==> src/rtl/rc5_pkg.sv <==
package rc5_pkg;
  localparam int unsigned ADDR_W = 5;
  localparam int unsigned CMD_W  = 7;
  localparam int unsigned SYMS   = 14;
  localparam int unsigned IDX_W  = $clog2(SYMS);
  typedef logic [SYMS-1:0] frame_t;
endpackage

==> src/rtl/rc5_frame_builder.sv <==
module rc5_frame_builder
  import rc5_pkg::*;
(
  input  logic [ADDR_W-1:0] addr,
  input  logic [CMD_W-1:0]  cmd,
  input  logic              tog,
  output frame_t            frame
);
  // Symbol SYMS-1 leaves first: start, extension (inverted cmd MSB), toggle, address, command
  always_comb begin
    frame = {1'b1, ~cmd[CMD_W-1], tog, addr, cmd[CMD_W-2:0]};
  end
endmodule

==> src/rtl/rc5_halfbit_timer.sv <==
module rc5_halfbit_timer #(
  parameter int unsigned HALF_TICKS = 9
) (
  input  logic clk,
  input  logic rst_n,
  input  logic clear,
  input  logic run,
  input  logic tick,
  output logic half_done
);
  localparam int unsigned CW = (HALF_TICKS > 1) ? $clog2(HALF_TICKS) : 1;
  localparam logic [CW-1:0] LAST = CW'(HALF_TICKS - 1);

  logic [CW-1:0] cnt;

  assign half_done = run && tick && (cnt == LAST);

  always_ff @(posedge clk) begin
    if (!rst_n || clear) begin
      cnt <= '0;
    end else if (run && tick) begin
      if (cnt == LAST) cnt <= '0;
      else             cnt <= cnt + 1'b1;
    end
  end


  cnt_range_chk: assert property (@(posedge clk) disable iff (!rst_n)
    cnt <= LAST);


  no_tick_hold_chk: assert property (@(posedge clk) disable iff (!rst_n)
    (run && !tick && !clear) |=> $stable(cnt));
endmodule

==> src/rtl/rc5_tx_seq.sv <==
module rc5_tx_seq
  import rc5_pkg::*;
(
  input  logic   clk,
  input  logic   rst_n,
  input  logic   accept,
  input  frame_t frame_in,
  input  logic   half_done,
  output logic   busy,
  output logic   carrier
);
  localparam logic [IDX_W-1:0] FIRST = IDX_W'(SYMS - 1);

  frame_t           shreg;
  logic [IDX_W-1:0] idx;
  logic             second_half;

  always_ff @(posedge clk) begin
    if (!rst_n) begin
      busy        <= 1'b0;
      shreg       <= '0;
      idx         <= '0;
      second_half <= 1'b0;
    end else if (accept) begin
      busy        <= 1'b1;
      shreg       <= frame_in;
      idx         <= FIRST;
      second_half <= 1'b0;
    end else if (busy && half_done) begin
      if (!second_half) begin
        second_half <= 1'b1;
      end else begin
        second_half <= 1'b0;
        if (idx == '0) begin
          busy <= 1'b0;
        end else begin
          idx   <= idx - 1'b1;
          shreg <= {shreg[SYMS-2:0], 1'b0};
        end
      end
    end
  end

  // Value 1: silence then carrier; value 0: carrier then silence
  always_comb begin
    carrier = busy && (shreg[SYMS-1] ? second_half : !second_half);
  end


  load_chk: assert property (@(posedge clk) disable iff (!rst_n)
    accept |=> (busy && idx == FIRST && !second_half));


  end_of_frame_chk: assert property (@(posedge clk) disable iff (!rst_n)
    $fell(busy) |-> ($past(idx) == '0 && $past(second_half)));


  seq_hold_chk: assert property (@(posedge clk) disable iff (!rst_n)
    (busy && !half_done && !accept) |=> ($stable(idx) && $stable(second_half)));
endmodule

==> src/rtl/rc5_ir_tx.sv <==
module rc5_ir_tx
  import rc5_pkg::*;
#(
  parameter int unsigned HALF_TICKS = 9
) (
  input  logic              clk,
  input  logic              rst_n,
  input  logic              tick,
  input  logic              req_valid,
  output logic              req_ready,
  input  logic [ADDR_W-1:0] req_addr,
  input  logic [CMD_W-1:0]  req_cmd,
  output logic              carrier_en,
  output logic              busy
);
  logic   toggle_q;
  logic   accept;
  logic   half_done;
  frame_t frame;

  assign req_ready = !busy;
  assign accept    = req_valid && !busy;

  always_ff @(posedge clk) begin
    if (!rst_n)      toggle_q <= 1'b0;
    else if (accept) toggle_q <= !toggle_q;
  end

  rc5_frame_builder u_build (
    .addr  (req_addr),
    .cmd   (req_cmd),
    .tog   (!toggle_q),
    .frame (frame)
  );

  rc5_halfbit_timer #(.HALF_TICKS(HALF_TICKS)) u_timer (
    .clk       (clk),
    .rst_n     (rst_n),
    .clear     (accept),
    .run       (busy),
    .tick      (tick),
    .half_done (half_done)
  );

  rc5_tx_seq u_seq (
    .clk       (clk),
    .rst_n     (rst_n),
    .accept    (accept),
    .frame_in  (frame),
    .half_done (half_done),
    .busy      (busy),
    .carrier   (carrier_en)
  );


  toggle_flip_chk: assert property (@(posedge clk) disable iff (!rst_n)
    accept |=> (toggle_q != $past(toggle_q)));


  toggle_keep_chk: assert property (@(posedge clk) disable iff (!rst_n)
    busy |=> $stable(toggle_q));
endmodule

==> config.mk <==
export PLATFORM = sky130hd
export DESIGN_NAME = rc5_ir_tx
export DESIGN_NICKNAME = d
export VERILOG_FILES = /design/src/rtl/rc5_pkg.sv /design/src/rtl/rc5_frame_builder.sv /design/src/rtl/rc5_halfbit_timer.sv /design/src/rtl/rc5_tx_seq.sv /design/src/rtl/rc5_ir_tx.sv
export SDC_FILE = /design/constraint.sdc
export NUM_CORES = 1
export LEC_CHECK = 0
export BUFFER_PORTS_ARGS = -buffer_cell sky130_fd_sc_hd__buf_2
export CAP_MARGIN = 5
export CELL_PAD_IN_SITES_DETAIL_PLACEMENT = 1
export CELL_PAD_IN_SITES_GLOBAL_PLACEMENT = 1
export CORE_MARGIN = 10
export CORE_UTILIZATION = 45
export CTS_BUF_LIST = sky130_fd_sc_hd__clkbuf_2 sky130_fd_sc_hd__clkbuf_4 sky130_fd_sc_hd__clkbuf_8
export CTS_CLUSTER_SIZE = 16
export DETAILED_ROUTE_END_ITERATION = 12
export PLACE_DENSITY_LB_ADDON = 0.1
export SYNTH_ARGS = -nofsm -noshare
export SYNTH_HDL_FRONTEND = slang
export SYNTH_SLANG_ARGS = --single-unit
==> constraint.sdc <==
create_clock -name clk -period 5.3 [get_ports clk]
set_clock_uncertainty 0.2 [all_clocks]
set_input_delay 0.53 -clock clk [delete_from_list [all_inputs] [get_ports clk]]
set_output_delay 0.53 -clock clk [all_outputs]
set_load 0.03 [all_outputs]
-- Word level (Yosys, flattened, before mapping)
Cells that the tools add are included.
- register bits: 25
- bits of input ports: 16
- logic and storage cells: 47
- add/sub/neg operators: 2
- equality and inequality tests: 2
- mux-type cells: 15
- bitwise operators: 3
- reductions and logical operators: 18
- operator list (operator ; number):
    $mux 14 ; 4
    $mux 4 ; 5
    $reduce_and 3->1 ; 3
    $mux 1 ; 6
    $reduce_bool 2->1 ; 3
    $logic_and 1x1->1 ; 5
    $add 4x1->4 const B ; 1
    $eq 4x4->1 const B ; 1
    $logic_not 1->1 ; 4
    $logic_not 4->1 ; 1
    $sub 4x1->4 const B ; 1
    $not 1->1 ; 3
    $ne 2x2->1 const B ; 1
    $reduce_or 2->1 ; 1
    $logic_or 1x1->1 ; 1

-- Longest topological paths before layout
- depth after elaboration: 5
- gate-level depth with buffers: 8
- depth with buffers taken out: 6

-- Modules after synthesis
From an unflattened synthesis, not the netlist that was laid out.
- cells, all modules: 169
- area total of the unflattened synthesis: 1402.6 um^2
- by module, submodules not included (module ; times used ; cells each ; area an instance (um^2)):
    rc5_tx_seq ; 1 ; 119 ; 1018.5
    rc5_halfbit_timer ; 1 ; 28 ; 222.7
    rc5_frame_builder ; 1 ; 15 ; 105.1
    rc5_ir_tx ; 1 ; 7 ; 56.3

-- Worst setup path after synthesis
Ideal clock, no wire load.
- path type: flip-flop to output port
- start point: register u_seq.busy
- end point: output port carrier_en
- data arrival time: 1.348 ns
- data required time: 4.570 ns
- path slack: 3.222 ns
- cell stages (with the launch flop): 3
- buffers on the path: 0
- cell sequence: dfxtp_1 > inv_1 > nor2_1
- cells in the longest elaborated chain, start to end: 1
- ends and longest elaborated chain (element ; RTL line ; text):
    from (decl) ; rc5_tx_seq.sv:9 ; output logic busy,
    from (signal assigned) ; rc5_tx_seq.sv:20 ; busy <= 1'b0;
    from (signal assigned) ; rc5_tx_seq.sv:25 ; busy <= 1'b1;
    from (signal assigned) ; rc5_tx_seq.sv:35 ; busy <= 1'b0;
    $logic_and 1x1->1 ; rc5_tx_seq.sv:46 ; carrier = busy && (shreg[SYMS-1] ? second_half : !second_half);
    to (decl) ; rc5_ir_tx.sv:13 ; output logic carrier_en,
Every way passes these cells.

-- Final worst setup path
- start point: register u_seq.idx[0]
- end point: register u_seq.idx[3]
- cells in the longest elaborated chain, start to end: 5
- ends and longest elaborated chain (element ; RTL line ; text):
    from (decl) ; rc5_tx_seq.sv:15 ; logic [IDX_W-1:0] idx;
    from (signal assigned) ; rc5_tx_seq.sv:37 ; idx <= idx - 1'b1;
    $sub 4x1->4 ; rc5_tx_seq.sv:37 ;
    $mux 4 ; rc5_tx_seq.sv:34 ; if (idx == '0) begin
    $mux 4 ; rc5_tx_seq.sv:30 ; if (!second_half) begin
    $mux 4 ; rc5_tx_seq.sv:29 ; end else if (busy && half_done) begin
    $mux 4 ; rc5_tx_seq.sv:24 ; end else if (accept) begin
Parallel ways exist; a longest one is shown, timed or not. The select of a mux whose other input is x is not followed.
A chain may end at the register's enable or synchronous reset.

==> run summary <==
result of the run = completed
Port Buffer Count = 18
clock latency reported for the late side of the worst-skew pair = 320 ps
remaining number of nets flagged by the antenna check after routing = 0
data required time at the worst endpoint = 5300 ps
Yosys Warn Count = 0
shortest clock period the worst path allows after layout = 2410 ps
number of enable flip-flop cells after synthesis = 0
leading post-synthesis cells by instance count = nor3_1 (30), dfxtp_1 (25), nor2_1 (20)
Max-Slew Margin vs Limit = 64.2%
crit path capture type = flop
post-layout power = 342 uW
top achievable clock speed = 415 MHz
DRC violation total after the first TritonRoute iteration = 29
cell at the root of the clock tree = clkbuf_4
WS Path Type = reg -> reg
pin count of the biggest net entering global routing = 22
final-layout setup total negative slack = 0 ps
number of buffers added to fix hold violations after cts = 0
global-route wire length before repair = 4.84 mm
post-detailed-route via-to-cell ratio = 5.51
Slew Viols, Final = 0
die area = 0.00498 sq mm
share of flip-flops with an asynchronous set or reset after synthesis = 0%
Post-Synthesis Mean Instance Area = 8.34 sq um
DRT Pass-1 Iters = 4
Top Ports = 19
CTS tree = yes
unrepaired setup endpoints after global routing = false
buffers from clock root to sink, at most = 2
global routing usage summed across all routing layers = 11.3%
antenna diode count = 0
relative area change from synthesis to final layout = 10.3%
number of maximum-capacitance constraint violations = 0
via count = 1009
post-placement worst setup slack = 2890 ps
final net count = 174
crit start category = flop
final HPWL from detailed placement = 2.03 mm
VDD IR max = 0.000139 V
final setup vio count = 0
most frequent cell after synthesis = nor3_1
number of synthesized register bits = 25
worst endpoint data arrival time = 2410 ps
count of cell types in the netlist = 31
proportion of netlist area held by the largest area contributor = 43.5%
DRC violations left = 0
cell types with the largest area share after synthesis = dfxtp_1 (43%), nor3_1 (13%), nor2_1 (6.5%)
final instance area = 0.00127 sq mm
Final Non-Filler Cells = 183
leakage = 0.505 nW
cell row count = 18
number of antenna violations at the first check in global routing = 0
post-synth net total = 158
starting utilization of the core area = 46.9%
Core Footprint = 0.00245 sq mm
final setup slack of the worst path = 2890 ps
slew at the pin closest to its max-slew limit = 538 ps
Post-Place Cells = 179
Synth Instances = 138
clk sink count = 25
H-tree levels = 1
type of the most critical hold path = in -> reg
# resized after CTS = 0
number of buffers inserted by post-CTS setup repair = 0
final weighted congestion in routability-driven placement = 0.788
clock transition at the register clock pins on the worst setup and hold paths after CTS = 140 ps
share of cells above drive strength 1 = 18.3%
register area share after synthesis = 43.5%
Num CTS Buffers = 3
number of hold violations in the final report = 0
area post-placement = 0.00124 sq mm
PD cells = 269 mW/mm^2
die boundary height = 70.6 um
drt total wl = 2.80 mm
Main synth FF type = dfxtp_1
highest fanout seen on the critical path = 15
Tcrit/Tclk final = 45.5%
area of the mapped netlist = 0.00115 sq mm
vias in the first global route = 1096
remaining global-route overflow = 0
DR WL/cell = 15.3 um
largest area contributor in the netlist = dfxtp_1
die outline width = 70.6 um
## state kept, by name, summed over array words and instances (netlist names)
signal             cells
u_timer.cnt            4
u_seq.busy             1
u_seq.second_half      1
u_seq.shreg           14
toggle_q               1
u_seq.idx              4
## metal layers
layer,routed length (um),global-route usage (%)
met1,1290,13.6
met4,29,3.87
met5,0,0
met2,1390,19.5
met3,86,2.09
## cell usage in the layout, fill, tap and decap left out, types with 3 or more instances in the layout
master,instances
ha_1,4
xnor2_1,4
buf_2,18
nor3_1,30
o21ai_0,10
dfxtp_1,25
inv_1,6
nor2_1,20
clkbuf_4,3
nand3_1,4
nand2_1,6
## worst max-delay path: stages, from the launching register on
cell	delay, ps
dfxtp_1	440
inv_1	90
ha_1	200
nor3b_1	170
or4b_1	790
o41ai_2	290
a31oi_1	110
## power by group
| group | internal [mW] | switching, mW |
|---|---|---|
| logic | 0.0198 | 0.0273 |
| clock network | 0.0282 | 0.0571 |
| registers | 0.200 | 0.00938 |
## kinds of logic after synthesis
kind of cell / share of synthesized area, %
AO/OA/AOI/OAI: 11.6
buffers and inverters: 5.76
flip-flops: 43.5
AND/OR/NAND/NOR: 30.2
adder cells (fa/ha/maj): 4.35
XOR/XNOR: 4.57
## area by class of cell
class	instances	area (sq um)
multi-input cells	99	584
repair buffers	19	97.6
well taps	30	37.5
clock inverters	1	5.00
fillers	320	1180
clock buffers	3	22.5
inverters	6	22.5
flip-flops and latches	25	500
## path summary, 6_finish.rpt
path             startpoint         endpoint  slack (ps)  cells past startpoint
max reg2reg    u_seq.idx[0]     u_seq.idx[3]        2890                      6
min              req_cmd[0]   u_seq.shreg[0]         250                      3
max            u_seq.idx[0]     u_seq.idx[3]        2890                      6
min reg2reg  u_seq.shreg[9]  u_seq.shreg[10]         310                      2
## metrics by stage
stage               hold WS [ps]  util [%]
floorplan                    241         -
global placement             255      50.6
detailed placement           293      50.6
CTS                          240      51.7
global route                 275      51.7
finish                       250      51.7
Note: power is estimated with default switching activity, not from simulation.
